## src/rtl/psc_pkg.sv

```systemverilog
package psc_pkg;
    localparam int ADDR_W      = 24;
    localparam int MAX_BYTES   = 8;
    localparam int DATA_W      = 8 * MAX_BYTES;
    localparam int CNT_W       = $clog2(MAX_BYTES + 1);
    localparam int SEL_W       = $clog2(MAX_BYTES);
    localparam int HDR_BYTES   = 2;
    localparam int FRAME_BYTES = HDR_BYTES + 4 + MAX_BYTES;
    localparam int LEN_W       = $clog2(FRAME_BYTES + 1);

    localparam logic [7:0] OP_RST_EN  = 8'h66;
    localparam logic [7:0] OP_RST     = 8'h99;
    localparam logic [7:0] OP_QUAD_ON = 8'h35;
    localparam logic [7:0] OP_WR_QUAD = 8'h38;
    localparam logic [7:0] OP_WR_ONE  = 8'h02;
    localparam logic [7:0] OP_RD_QUAD = 8'hEB;
    localparam logic [7:0] OP_RD_ONE  = 8'h0B;
    localparam logic [7:0] WAIT_FILL  = 8'hFF;

    typedef enum logic [1:0] {C_INIT, C_IDLE, C_SEND, C_RECV} ctrl_state_e;
    typedef enum logic [1:0] {I_SEND, I_SHIFT, I_PAUSE, I_DONE} init_state_e;

    typedef struct packed {
        logic [FRAME_BYTES-1:0][7:0] b;
        logic [LEN_W-1:0]            len;
    } frame_t;

    function automatic logic [CNT_W-1:0] size_to_bytes(input logic [1:0] code);
        return CNT_W'(1) << code;
    endfunction

    function automatic frame_t cmd_frame(input logic [7:0] op, input logic quad);
        frame_t f;
        f = '0;
        f.b[0] = 8'd8;
        if (quad) begin
            for (int k = 0; k < 4; k++)
                f.b[HDR_BYTES+k] = {3'b000, op[7-2*k], 3'b000, op[6-2*k]};
            f.len = LEN_W'(HDR_BYTES + 4);
        end else begin
            f.b[HDR_BYTES] = op;
            f.len = LEN_W'(HDR_BYTES + 1);
        end
        return f;
    endfunction

    function automatic frame_t write_frame(input logic [ADDR_W-1:0] addr,
                                           input logic [DATA_W-1:0] data,
                                           input logic [CNT_W-1:0] n,
                                           input logic quad);
        frame_t f;
        f = '0;
        f.b[0] = (8'(n) + 8'd4) << (quad ? 1 : 3);
        f.b[2] = quad ? OP_WR_QUAD : OP_WR_ONE;
        f.b[3] = addr[23:16];
        f.b[4] = addr[15:8];
        f.b[5] = addr[7:0];
        for (int i = 0; i < MAX_BYTES; i++)
            if (i < int'(n)) f.b[6+i] = data[8*i +: 8];
        f.len = LEN_W'(6) + LEN_W'(n);
        return f;
    endfunction

    function automatic frame_t read_frame(input logic [ADDR_W-1:0] addr,
                                          input logic [CNT_W-1:0] n,
                                          input logic quad);
        frame_t f;
        f = '0;
        f.b[0] = quad ? 8'd10 : 8'd40;
        f.b[1] = 8'(n) << (quad ? 1 : 3);
        f.b[2] = quad ? OP_RD_QUAD : OP_RD_ONE;
        f.b[3] = addr[23:16];
        f.b[4] = addr[15:8];
        f.b[5] = addr[7:0];
        f.b[6] = WAIT_FILL;
        f.len = LEN_W'(7);
        return f;
    endfunction
endpackage

```

## src/rtl/psc_serializer.sv

```systemverilog
module psc_serializer
    import psc_pkg::*;
(
    input  logic       clk,
    input  logic       rst,
    input  logic       load,
    input  frame_t     frame_in,
    output logic       busy,
    output logic [7:0] tx_data,
    input  logic       tx_ready,
    output logic       last_acc
);
    frame_t           cur;
    logic [LEN_W-1:0] idx;

    assign tx_data  = cur.b[idx];
    assign last_acc = busy && tx_ready && (idx == cur.len - 1'b1);

    always_ff @(posedge clk) begin
        if (rst) begin
            busy <= 1'b0;
            idx  <= '0;
            cur  <= '0;
        end else if (load && !busy) begin
            cur  <= frame_in;
            idx  <= '0;
            busy <= 1'b1;
        end else if (last_acc) begin
            busy <= 1'b0;
        end else if (busy && tx_ready) begin
            idx <= idx + 1'b1;
        end
    end
endmodule

```

## src/rtl/psc_init_seq.sv

```systemverilog
module psc_init_seq
    import psc_pkg::*;
#(
    parameter bit QUAD  = 1'b1,
    parameter int WAIT1 = 6250,
    parameter int WAIT2 = 12500
) (
    input  logic   clk,
    input  logic   rst,
    input  logic   ser_last,
    output logic   load,
    output frame_t frame,
    output logic   done
);
    localparam int CNT_MAX = (WAIT1 > WAIT2) ? WAIT1 : WAIT2;
    localparam int CW      = $clog2(CNT_MAX + 1);

    init_state_e   state;
    logic [1:0]    step;
    logic [CW-1:0] cnt;
    logic [7:0]    op;

    always_comb begin
        case (step)
            2'd0:    op = OP_RST_EN;
            2'd1:    op = OP_RST;
            default: op = OP_QUAD_ON;
        endcase
    end

    assign frame = cmd_frame(op, QUAD);
    assign load  = (state == I_SEND);
    assign done  = (state == I_DONE);

    always_ff @(posedge clk) begin
        if (rst) begin
            state <= I_SEND;
            step  <= 2'd0;
            cnt   <= '0;
        end else begin
            case (state)
                I_SEND: state <= I_SHIFT;
                I_SHIFT: if (ser_last) begin
                    if (step == 2'd0) begin
                        cnt   <= CW'(WAIT1 - 1);
                        step  <= 2'd1;
                        state <= I_PAUSE;
                    end else if (step == 2'd1) begin
                        cnt   <= CW'(WAIT2 - 1);
                        step  <= 2'd2;
                        state <= I_PAUSE;
                    end else begin
                        state <= I_DONE;
                    end
                end
                I_PAUSE: begin
                    if (cnt == '0)
                        state <= (step == 2'd2 && !QUAD) ? I_DONE : I_SEND;
                    else
                        cnt <= cnt - 1'b1;
                end
                default: state <= I_DONE;
            endcase
        end
    end
endmodule

```

## src/rtl/psc_rx_gather.sv

```systemverilog
module psc_rx_gather
    import psc_pkg::*;
(
    input  logic              clk,
    input  logic              rst,
    input  logic              start,
    input  logic [CNT_W-1:0]  nbytes,
    input  logic              rx_valid,
    input  logic [7:0]        rx_data,
    output logic [DATA_W-1:0] rd_data,
    output logic              rd_valid,
    output logic              fin
);
    logic             active;
    logic [CNT_W-1:0] cnt;
    logic [CNT_W-1:0] need;

    assign fin = active && rx_valid && (cnt == need - 1'b1);

    always_ff @(posedge clk) begin
        if (rst) begin
            active   <= 1'b0;
            cnt      <= '0;
            need     <= '0;
            rd_data  <= '0;
            rd_valid <= 1'b0;
        end else begin
            rd_valid <= 1'b0;
            if (start) begin
                active  <= 1'b1;
                cnt     <= '0;
                need    <= nbytes;
                rd_data <= '0;
            end else if (active && rx_valid) begin
                rd_data[{cnt[SEL_W-1:0], 3'b000} +: 8] <= rx_data;
                if (fin) begin
                    active   <= 1'b0;
                    rd_valid <= 1'b1;
                end else begin
                    cnt <= cnt + 1'b1;
                end
            end
        end
    end
endmodule

```

## src/rtl/psc_ctrl.sv

```systemverilog
module psc_ctrl
    import psc_pkg::*;
#(
    parameter int CLK_MHZ     = 125,
    parameter bit QUAD        = 1'b1,
    parameter int EN_WAIT_US  = 50,
    parameter int RST_WAIT_US = 100
) (
    input  logic              clk,
    input  logic              rst,
    input  logic              req_valid,
    output logic              req_ready,
    input  logic              req_write,
    input  logic [ADDR_W-1:0] req_addr,
    input  logic [1:0]        req_size,
    input  logic [DATA_W-1:0] req_wdata,
    output logic              rd_valid,
    output logic [DATA_W-1:0] rd_data,
    output logic              tx_valid,
    output logic [7:0]        tx_data,
    input  logic              tx_ready,
    input  logic              rx_valid,
    input  logic [7:0]        rx_data
);
    localparam int WAIT1_CYC = EN_WAIT_US * CLK_MHZ;
    localparam int WAIT2_CYC = RST_WAIT_US * CLK_MHZ;
    localparam int INIT_CYC  = WAIT1_CYC + WAIT2_CYC;

    ctrl_state_e      state;
    logic             is_read;
    logic             init_load, init_done, ser_last, rx_fin, accept;
    frame_t           init_frame, req_frame, ser_frame;
    logic [CNT_W-1:0] nbytes;

    assign req_ready = (state == C_IDLE);
    assign accept    = req_valid && req_ready;
    assign nbytes    = size_to_bytes(req_size);
    assign req_frame = req_write ? write_frame(req_addr, req_wdata, nbytes, QUAD)
                                 : read_frame(req_addr, nbytes, QUAD);
    assign ser_frame = (state == C_INIT) ? init_frame : req_frame;

    psc_init_seq #(.QUAD(QUAD), .WAIT1(WAIT1_CYC), .WAIT2(WAIT2_CYC)) u_init (
        .clk(clk), .rst(rst), .ser_last(ser_last),
        .load(init_load), .frame(init_frame), .done(init_done)
    );

    psc_serializer u_ser (
        .clk(clk), .rst(rst),
        .load((state == C_INIT) ? init_load : accept),
        .frame_in(ser_frame), .busy(tx_valid), .tx_data(tx_data),
        .tx_ready(tx_ready), .last_acc(ser_last)
    );

    psc_rx_gather u_rx (
        .clk(clk), .rst(rst), .start(accept && !req_write), .nbytes(nbytes),
        .rx_valid(rx_valid), .rx_data(rx_data),
        .rd_data(rd_data), .rd_valid(rd_valid), .fin(rx_fin)
    );

    always_ff @(posedge clk) begin
        if (rst) begin
            state   <= C_INIT;
            is_read <= 1'b0;
        end else begin
            case (state)
                C_INIT: if (init_done) state <= C_IDLE;
                C_IDLE: if (req_valid) begin
                    state   <= C_SEND;
                    is_read <= !req_write;
                end
                C_SEND: if (ser_last) state <= is_read ? C_RECV : C_IDLE;
                default: if (rx_fin) state <= C_IDLE;
            endcase
        end
    end
endmodule

```

## config.mk

```make
export PLATFORM = sky130hd
export DESIGN_NAME = psc_ctrl
export DESIGN_NICKNAME = d
export VERILOG_FILES = /design/src/rtl/psc_pkg.sv /design/src/rtl/psc_serializer.sv /design/src/rtl/psc_init_seq.sv /design/src/rtl/psc_rx_gather.sv /design/src/rtl/psc_ctrl.sv
export SDC_FILE = /design/constraint.sdc
export NUM_CORES = 1
export LEC_CHECK = 0
export CELL_PAD_IN_SITES_DETAIL_PLACEMENT = 1
export CELL_PAD_IN_SITES_GLOBAL_PLACEMENT = 2
export CORE_ASPECT_RATIO = 1.4
export CORE_MARGIN = 2
export CORE_UTILIZATION = 29
export CTS_CLUSTER_SIZE = 25
export DETAILED_ROUTE_END_ITERATION = 6
export PLACE_DENSITY = 0.76
export SKIP_LAST_GASP = 1
export SLEW_MARGIN = 40
export SYNTH_ARGS = -nofsm -noshare
export SYNTH_HDL_FRONTEND = slang
export SYNTH_HIERARCHICAL = 1
export SYNTH_SLANG_ARGS = --single-unit
```

## constraint.sdc

```tcl
create_clock -name clk -period 2.74 [get_ports clk]
set_input_delay 0.685 -clock clk [delete_from_list [all_inputs] [get_ports clk]]
set_output_delay 0.685 -clock clk [all_outputs]
set_load 0.1 [all_outputs]
```

==> reports/qor.yml, run 1 <==
power_and_ir_drop:
  p_leak_nw: 5.57
  internal-power_mw: 6.32
  total_power_mw: 9.04
  p_switching_mw: 2.72
  clkPwrFrac_pct: 38.4
  pwr-share-comb_pct: 22.8
  power_frac_seq_pct: 38.8
  peakVddDrop_mv: 0.438
  power-per-cell-area_nw_per_um2: 617
  swShare_pct: 30.1
layout:
  final_area_um2: 14700
  layout-drive-gt1-share_pct: 17.1
  nNetsFinal: 1675
  syn2layout_area_growth_pct: 26.1
  diodes: 0
  postLayoutCoreUtil_pct: 37.1
clock_tree:
  clock-sinks: 216
  clock_tree.buffer_depth: 3
  clock-root-buffer: "clkbuf_16"
  clkTransAtPathRegs_ns: 0.06
  cts_tree: "done"
  h-tree-depth: 1
  clock_latency_ns: 0.53
  numCtsBuffers: 25
  postCtsHoldBufs: 0
synth:
  yosysTopAreaCell: "dfxtp_1"
  ys_top_cells_by_area: "dfxtp_1 37%, nand2_1 9.8%, a21oi_1 7.6%, buf_4 7.6%, mux2i_1 5.0%"
  synth_warnings: 6
  ys_seq_area_share_pct: 37.2
  async_flop_share_pct: 0
  netlist.area_leader.share_pct: 37.2
  yosys_most_used_dff: "dfxtp_1"
  syn-instance-count: 1400
  synth_common_cells: "305 x nand2_1, 216 x dfxtp_1, 176 x a21oi_1, 117 x buf_4, 76 x nor2_1"
  ys_types: 72
  yosysMostFrequentCell: "nand2_1"
  ys_seq_elements: 216
  synth_area_um2: 11600
  synth_area_per_cell_um2: 8.30
  synth-edff-count: 0
hold_path:
  min_from: "u_ser/cur[95]"
  hold_path.class: "reg -> reg"
  holdPathStages: 2
  hold_end: "u_ser/cur[95]"
timing:
  setup_slack_ns: -0.144
  rsz0062_at_grt: "yes"
  hold_viol: 0
  worst_pin_slew_ns: 0.710
  slew_headroom_pct: 52.5
  timing.fmax_mhz: 347
  drv_slew: 0
  period_share_pct: 105
  clock_skew_ns: 0.00769
  finalSetupViolCount: 8
  period_needed_ns: 2.88
floorplan:
  pin_count: 179
  die_h_um: 241
  core_um2: 39500
  die_w_um: 173
  rows: 86
  start_util_pct: 29.4
  die_area_um2: 41700
setup_path:
  arrival_ns: 2.20
  r2r_end: "u_init/cnt[10]"
  rr_worst_depth: 11
  path_class: "reg -> out"
  cp-end-kind: "output port"
  crit_fanout: 11
  start_kind: "register"
  required_ns: 2.06
  r2r_start: "u_ser/cur[1]"
  worst-r2r-setup-slack_ns: 0.17
run_status:
  status: "finished, violations left"
  violations: "setup timing"
global_routing:
  grt_antenna_before_repair: 5
  overflow: 0
  grt_pass1_wl_mm: 57.1
  grt_pass1_vias: 10400
  grt_max_degree: 117
  grt_use_total_pct: 17.1
drt:
  drtIter0Drc: 407
  num_vias: 10000
  wirelength_mm: 36.4
  ant_nets: 0
  drc_errors: 0
  via_per_inst: 4.76
  wire_per_inst_um: 17.3
  drtPass1Iterations: 4
placed_design:
  portBuffers: 178
  post-place-ws_ns: 0.131
  dpl-instance-area_um2: 13600
  place_hpwl_mm: 25.5
  gp_congestion: 0.793
job:
  maxCapViolCount: 0
routing by layer:
layer / wire, µm / vias to the layer above / GRT usage, %
li1: - / 4897 / -
met2: 18000 / 209 / 30.4
met5: 64 / - / 0
met3: 2520 / 53 / 5.09
met4: 1170 / 10 / 6.32
met1: 14700 / 4835 / 19.2
logic make-up after synthesis:
family | Yosys count | share of synthesized area, %
mux | 106 | 11.8
buf+inv | 247 | 12.3
compound gates | 308 | 17.0
xor+xnor | 13 | 1.14
flops | 216 | 37.2
other cells | 2 | 0.0646
simple gates | 493 | 18.8
fa+ha+maj | 15 | 1.61
registers in the layout, indices dropped and copies added (netlist names):
register and flops:
is_read 1, u_init/state 2, u_rx/rd_data 64, u_ser/cur 116
u_ser/busy 1, u_init/cnt 14, u_rx/need 4, u_rx/cnt 4
u_rx/active 1, state 2, u_ser/idx 4, u_init/step 2
u_rx/rd_valid 1
worst max-delay path: stages (launching register included):
cell and delay [ns]:
dfxtp_4 0.41, buf_12 0.17, mux4_2 0.56, inv_1 0.08, o22ai_1 0.07, nand2_1 0.12
o21ai_4 0.08, buf_12 0.17
placed cells by master (no fill, tap or decap), drive strengths merged, types with 10 or more instances in the layout:
| cell | Yosys | layout |
|---|---|---|
| a21oi | 176 | 176 |
| a22o | 62 | 62 |
| and2 | 12 | 12 |
| buf | 152 | 133 |
| clkbuf | 60 | 33 |
| clkdlybuf4s50 | 0 | 102 |
| conb | 2 | 108 |
| dfxtp | 216 | 216 |
| ha | 15 | 15 |
| inv | 34 | 34 |
| mux2 | 26 | 26 |
| mux2i | 58 | 58 |
| mux4 | 22 | 22 |
| nand2 | 306 | 306 |
| nand3 | 36 | 36 |
| nor2 | 77 | 77 |
| nor2b | 12 | 12 |
| nor3 | 10 | 10 |
| o21ai | 14 | 14 |
metrics by stage:
step	std cells	hold slack, ns	TNS, ns
6_report	2102	0.453	-0.950
5_1_grt	2102	0.472	-1.66
4_1_cts	2100	0.456	-1.31
3_5_place_dp	2052	0.447	0
3_3_place_gp	2052	0.439	0
2_1_floorplan	1506	0.433	-0.0614
how the worst max path moves through the flow:
stage                  from             to
6_report       u_ser/idx[0]     tx_data[5]
5_1_grt        u_ser/idx[0]     tx_data[5]
4_1_cts        u_ser/idx[0]     tx_data[5]
3_5_place_dp   u_rx/need[1]       state[0]
3_3_place_gp       tx_ready  u_init/cnt[2]
2_1_floorplan  u_ser/idx[2]     tx_data[7]
power by group through the flow:
stage | logic (mW) | registers (mW) | clock network (mW)
final | 2.06 | 3.51 | 3.47
after global routing | 2.26 | 3.53 | 3.70
after CTS | 2.08 | 3.51 | 3.58
after detailed placement | 2.04 | 3.58 | 0
after global placement | 2.02 | 3.57 | 0
after floorplan | 1.46 | 3.54 | 0
area by class of cell:
cell class	instances	area (µm²)
Timing Repair Buffer	235	2260
Multi-Input combinational cell	1043	6430
Fill cell	4708	24800
Sequential cell	216	4330
Inverter	35	131
Tap cell	528	661
Clock inverter	12	145
Clock buffer	33	696
what timing repair did:
action | CTS | global route
buffers inserted | 2 | 2
cloned | 1 | 0
endpoints found under the setup margin | 8 | 14
pin swaps | 2 | 1
endpoints found under the hold margin | 0 | 0
gates resized for setup | 17 | 8
Power figures use the tool's default switching activity.
==> inputs of run 2 (changes only) <==
- CTS_CLUSTER_DIAMETER: not set -> 60
- HOLD_SLACK_MARGIN: not set -> 0.08
- SKIP_CTS_REPAIR_TIMING: not set -> 1
==> reports/qor.yml, run 2 (synthesized netlist as in run 1, its figures left out) <==
global_routing:
  grt_antenna_before_repair: 5  # unchanged
  grt_pass1_wl_mm: 56.4  # -1.3%
  grt_max_degree: 117  # unchanged
  grt_pass1_vias: 10300  # -0.28%
  overflow: 0  # unchanged
  grt_use_total_pct: 16.8  # -0.29 points
setup_path:
  worst-r2r-setup-slack_ns: 0.15  # -0.02 ns
  path_class: "reg -> out"
  crit_fanout: 11  # unchanged
  crit_chain: "buf_12 > mux4_2 > inv_1 > o22ai_1 > nand2_1 > o21ai_2 > buf_12"
  required_ns: 2.06  # about the same
  start_kind: "register"
  cp-end-kind: "output port"
  crit_slowest_cell: "mux4_2"
  arrival_ns: 2.22  # +0.02 ns
  crit_top_cell: "buf_12"
  critPathMaxStageDelay_ns: 0.56  # about the same
floorplan:
  start_util_pct: 29.4  # unchanged
  rows: 86  # unchanged
  die_w_um: 173  # unchanged
  pin_count: 179  # unchanged
  die_h_um: 241  # unchanged
  core_um2: 39500  # unchanged
  die_area_um2: 41700  # unchanged
timing:
  clock_skew_ns: 0.0212  # +0.0135 ns
  drv_slew: 0  # unchanged
  setup_slack_ns: -0.162  # -0.0178 ns
  period_share_pct: 106  # +0.65 points
  slew_headroom_pct: 50.2  # -2.3 points
  rsz0062_at_grt: "yes"
  timing.fmax_mhz: 345  # -0.61%
  period_needed_ns: 2.90  # +0.0178 ns
  worst_pin_slew_ns: 0.745  # +0.0343 ns
  finalSetupViolCount: 8  # unchanged
  hold_viol: 0  # unchanged
power_and_ir_drop:
  internal-power_mw: 5.99  # -5.2%
  swShare_pct: 32.4  # +2.3 points
  power_frac_seq_pct: 39.5  # +0.7 points
  clkPwrFrac_pct: 37.1  # -1.3 points
  peakVddDrop_mv: 0.405  # -7.6%
  p_switching_mw: 2.87  # +5.5%
  pwr-share-comb_pct: 23.3  # +0.5 points
  power-per-cell-area_nw_per_um2: 604  # -2.1%
  total_power_mw: 8.86  # -2.0%
  p_leak_nw: 5.57  # about the same
clock_tree:
  h-tree-depth: 1  # unchanged
  cts_tree: "done"
  clkTransAtPathRegs_ns: 0.07  # about the same
  clock_latency_ns: 0.54  # about the same
  clock-root-buffer: "clkbuf_16"
  clock_tree.buffer_depth: 3  # unchanged
  numCtsBuffers: 22  # -12%
  clock-sinks: 216  # unchanged
layout:
  fillers: 4694  # -0.30%
  final_area_um2: 14700  # about the same
  nNetsFinal: 1674  # -0.060%
  diodes: 0  # unchanged
  regMostFlops: "u_ser/cur"
  syn2layout_area_growth_pct: 26.2  # about the same
  largest_reg_flops: 116  # unchanged
  layout.cells.most_common_list: "305 x nand2_1, 215 x dfxtp_1, 174 x a21oi_1"
  layout-drive-gt1-share_pct: 17.5  # +0.41 points
  postLayoutCoreUtil_pct: 37.2  # about the same
  top_regs: "u_ser/cur: 116 flops, u_rx/rd_data: 64 flops, u_init/cnt: 14 flops"
  layout_commonest_cell: "nand2_1"
  fin_cells: 2099  # -0.14%
drt:
  drtIter0Drc: 305  # -25%
  wl_met2_mm: 17.7  # -1.6%
  wire_per_inst_um: 17.2  # -0.75%
  top_layer_used: "met5"
  ant_nets: 0  # unchanged
  num_vias: 10000  # +0.010%
  drc_errors: 0  # unchanged
  wl_met1_mm: 14.5  # -1.4%
  drtPass1Iterations: 6  # +2
  wl_met3_mm: 2.45  # -2.8%
  via_per_inst: 4.77  # +0.15%
  wirelength_mm: 36.1  # -0.89%
placed_design:
  portBuffers: 178  # unchanged
  dpl-instance-area_um2: 13600  # unchanged
  dpl.cell_count: 2052  # unchanged
  gp_congestion: 0.793  # unchanged
  post-place-ws_ns: 0.131  # unchanged
  place_hpwl_mm: 25.5  # unchanged
run_status:
  status: "finished, violations left"
  violations: "setup timing"
hold_path:
  hold_path.class: "reg -> reg"
job:
  maxCapViolCount: 0  # unchanged
## run 2: cell types whose count changed in the layout (fill, tap and decap cells not counted), moves of 3 or more
cell / delta
clkinv_8: +6
clkbuf_1: -4
clkbuf_8: -4
clkinv_2: -4
inv_6: +3
inv_8: +3
o21ai_2: +3
## run 2: power groups by stage
stage                     Sequential (mW)  Combinational (mW)  Clock, mW
after floorplan                      3.54                1.46          0
after global placement               3.57                2.02          0
after detailed placement             3.58                2.04          0
after CTS                            3.51                2.05       3.41
after global routing                 3.53                2.26       3.52
final                                3.50                2.07       3.29
## run 2: critical path, delay by kind of cell (launching register included)
kind            cells  cell delay (ns)
mux                 1             0.56
flops               1             0.43
buf+inv             3             0.42
compound gates      2             0.16
simple gates        1             0.11
## run 2: path summary, 6_finish.rpt
check / to / cells after the start / start
max: tx_data[3] / 7 / u_ser/idx[0]
min: u_ser/cur[95] / 2 / u_ser/cur[95]
max reg2reg: u_init/cnt[3] / 10 / u_ser/idx[0]
min reg2reg: u_ser/cur[95] / 2 / u_ser/cur[95]
## run 2: layout make-up
cell class	instances	area (µm²)	area share (%)
clock buffer	23	576	3.92
clock inverter	17	225	1.53
inverter	35	131	0.895
multi-input combinational	1043	6460	44.0
sequential	216	4330	29.5
tap	528	661	4.50
timing repair buffer	237	2290	15.6
## run 2: through the flow
stage / TNS [ns] / hold slack (ns)
2_1_floorplan: -0.0614 / 0.433
3_3_place_gp: 0 / 0.439
3_5_place_dp: 0 / 0.447
4_1_cts: -2.27 / 0.458
5_1_grt: -1.86 / 0.475
6_report: -1.14 / 0.455
## run 2: metal layers
| layer | up-vias | global-route usage, % |
|---|---|---|
| met5 | - | 0 |
| met4 | 10 | 6.93 |
| li1 | 4894 | - |
| met1 | 4808 | 18.8 |
| met3 | 69 | 4.98 |
| met2 | 224 | 29.7 |
==> inputs of run 3 (changes only) <==
- CORE_MARGIN: 2 -> 3
==> reports/qor.yml, run 3 (synthesized netlist as in run 1, its figures left out) <==
run_status:
  status: "finished, violations left"
  violations: "setup timing"
drt:
  drtPass1Iterations: 4  # -2
  wl_met3_mm: 2.38  # -2.9%
  top_layer_used: "met5"
  wl_met2_mm: 18.4  # +3.5%
  drc_errors: 0  # unchanged
  ant_nets: 0  # unchanged
  wire_per_inst_um: 17.3  # +0.86%
  num_vias: 9971  # -0.34%
  via_per_inst: 4.73  # -0.77%
  wirelength_mm: 36.6  # +1.3%
  drtIter0Drc: 396  # +30%
  wl_met1_mm: 15.0  # +3.9%
layout:
  layout.cells.most_common_list: "304 x nand2_1, 215 x dfxtp_1, 174 x a21oi_1"
  nNetsFinal: 1679  # +0.30%
  layout_commonest_cell: "nand2_1"
  syn2layout_area_growth_pct: 25.8
  fillers: 4738  # +0.94%
  largest_reg_flops: 116  # unchanged
  postLayoutCoreUtil_pct: 37.0  # -0.11 points
  top_regs: "u_ser/cur: 116 flops, u_rx/rd_data: 64 flops, u_init/cnt: 14 flops"
  regMostFlops: "u_ser/cur"
  layout-drive-gt1-share_pct: 17.3  # -0.25 points
  final_area_um2: 14600  # -0.30%
setup_path:
  cp-endpoint: "tx_data[1]"
  worst-path-buf-inv: 2  # -1
  crit_start: "u_ser/idx[0]"
  path_depth: 5  # -2
  crit_top_cell: "buf_12"
  cp-end-kind: "output port"
  critPathMaxStageDelay_ns: 0.53  # -0.03 ns
  start_kind: "register"
  crit_chain: "buf_12 > mux4_2 > mux2i_1 > o21ai_2 > buf_12"
  path_delay_family: "multiplexers"
  r2r_start: "u_ser/cur[0]"
  worst-r2r-setup-slack_ns: 0.16  # about the same
  crit_fanout: 7  # -4
  crit_slowest_cell: "mux4_2"
  path_class: "reg -> out"
  rr_worst_depth: 12  # +2
  arrival_ns: 2.21  # about the same
  required_ns: 2.06  # about the same
  r2r_end: "u_init/cnt[10]"
timing:
  finalSetupViolCount: 8  # unchanged
  worst_pin_slew_ns: 0.686  # -0.0583 ns
  hold_viol: 0  # unchanged
  clock_skew_ns: 0.0236  # +0.00241 ns
  fin_setup_tns_ns: -0.984  # +0.155 ns
  setup_slack_ns: -0.155  # +0.00703 ns
  rsz0062_at_grt: "yes"
  period_needed_ns: 2.89  # -0.00703 ns
  drv_slew: 0  # unchanged
  timing.fmax_mhz: 345  # +0.24%
  slew_headroom_pct: 53.9  # +3.7 points
  period_share_pct: 106  # -0.26 points
placed_design:
  place_hpwl_mm: 26.1  # +2.5%
  post-place-ws_ns: 0.0387  # -0.0923 ns
  dpl-instance-area_um2: 13700  # +0.40%
  gp_congestion: 0.783  # -1.2%
  portBuffers: 178  # unchanged
power_and_ir_drop:
  peakVddDrop_mv: 0.401  # -1.0%
  power-per-cell-area_nw_per_um2: 595  # -1.5%
  p_leak_nw: 5.56  # -0.12%
clock_tree:
  numCtsBuffers: 22  # unchanged
  clock_latency_ns: 0.53  # about the same
  cts_tree: "done"
  clock_tree.buffer_depth: 3  # unchanged
  clock-sinks: 216  # unchanged
  clkTransAtPathRegs_ns: 0.07  # about the same
  h-tree-depth: 1  # unchanged
  clock-root-buffer: "clkbuf_16"
global_routing:
  grt_max_degree: 66  # -44%
  grt_use_total_pct: 16.6  # -0.15 points
  grt_antenna_before_repair: 7  # +2
  grt_pass1_vias: 10500  # +1.5%
  grt_pass1_wl_mm: 57.6  # +2.2%
  overflow: 0  # unchanged
floorplan:
  start_util_pct: 29.4  # unchanged
  die_area_um2: 42600  # +2.0%
  core_um2: 39500  # unchanged
  die_h_um: 243  # +0.83%
  pin_count: 179  # unchanged
  rows: 86  # unchanged
  die_w_um: 175  # +1.2%
job:
  maxCapViolCount: 0  # unchanged
hold_path:
  hold_path.class: "reg -> reg"
-- run 3: cell types whose count changed in the layout (fill, tap and decap cells not counted), moves of 3 or more --
cell      before  now
clkinv_8       6    2
buf_4        114  118
mux2i_4        3    0
clkinv_4       0    3
diode_2        0    4
mux2i_1       54   58
-- run 3: metal layers --
layer / vias up / GRT usage [%]
li1: 4918 / -
met1: 4819 / 19.4
met2: 188 / 29.6
met3: 42 / 4.85
met4: 4 / 4.37
met5: - / 0
-- run 3: cell type report --
cell class	instances	area (µm²)	area share [%]
Inverter	35	131	0.898
Clock inverter	14	154	1.05
Antenna cell	4	10.0	0.0684
Timing Repair Buffer	242	2350	16.1
Clock buffer	26	597	4.08
Multi-Input combinational cell	1043	6400	43.7
Sequential cell	216	4330	29.6
Tap cell	528	661	4.52
-- run 3: through the flow --
step	power, mW	hold WS [ns]	cells
6_report	8.71	0.455	2108
5_1_grt	9.18	0.477	2104
4_1_cts	8.83	0.457	2096
3_5_place_dp	5.65	0.447	2056
3_3_place_gp	5.62	0.439	2056
2_1_floorplan	5.00	0.433	1506
-- run 3: tightest hold or removal path, cell delays in order (launching register included) --
cell	delay, ns
dfxtp_1	0.31
nand2_1	0.05
a21oi_1	0.05
-- run 3: how the worst min path moves through the flow --
stage	start	end	cells after the start
6_report	u_ser/cur[57]	u_ser/cur[57]	2
5_1_grt	u_ser/cur[10]	u_ser/cur[10]	2
4_1_cts	u_ser/cur[57]	u_ser/cur[57]	2
3_5_place_dp	u_ser/cur[57]	u_ser/cur[57]	2
3_3_place_gp	u_ser/cur[58]	u_ser/cur[58]	2
2_1_floorplan	u_ser/cur[20]	u_ser/cur[20]	2
-- run 3: where the power goes --
part	internal (mW)	switching, mW	total, mW
sequential	3.36	0.143	3.50
clock	1.71	1.41	3.12
combinational	0.907	1.17	2.08
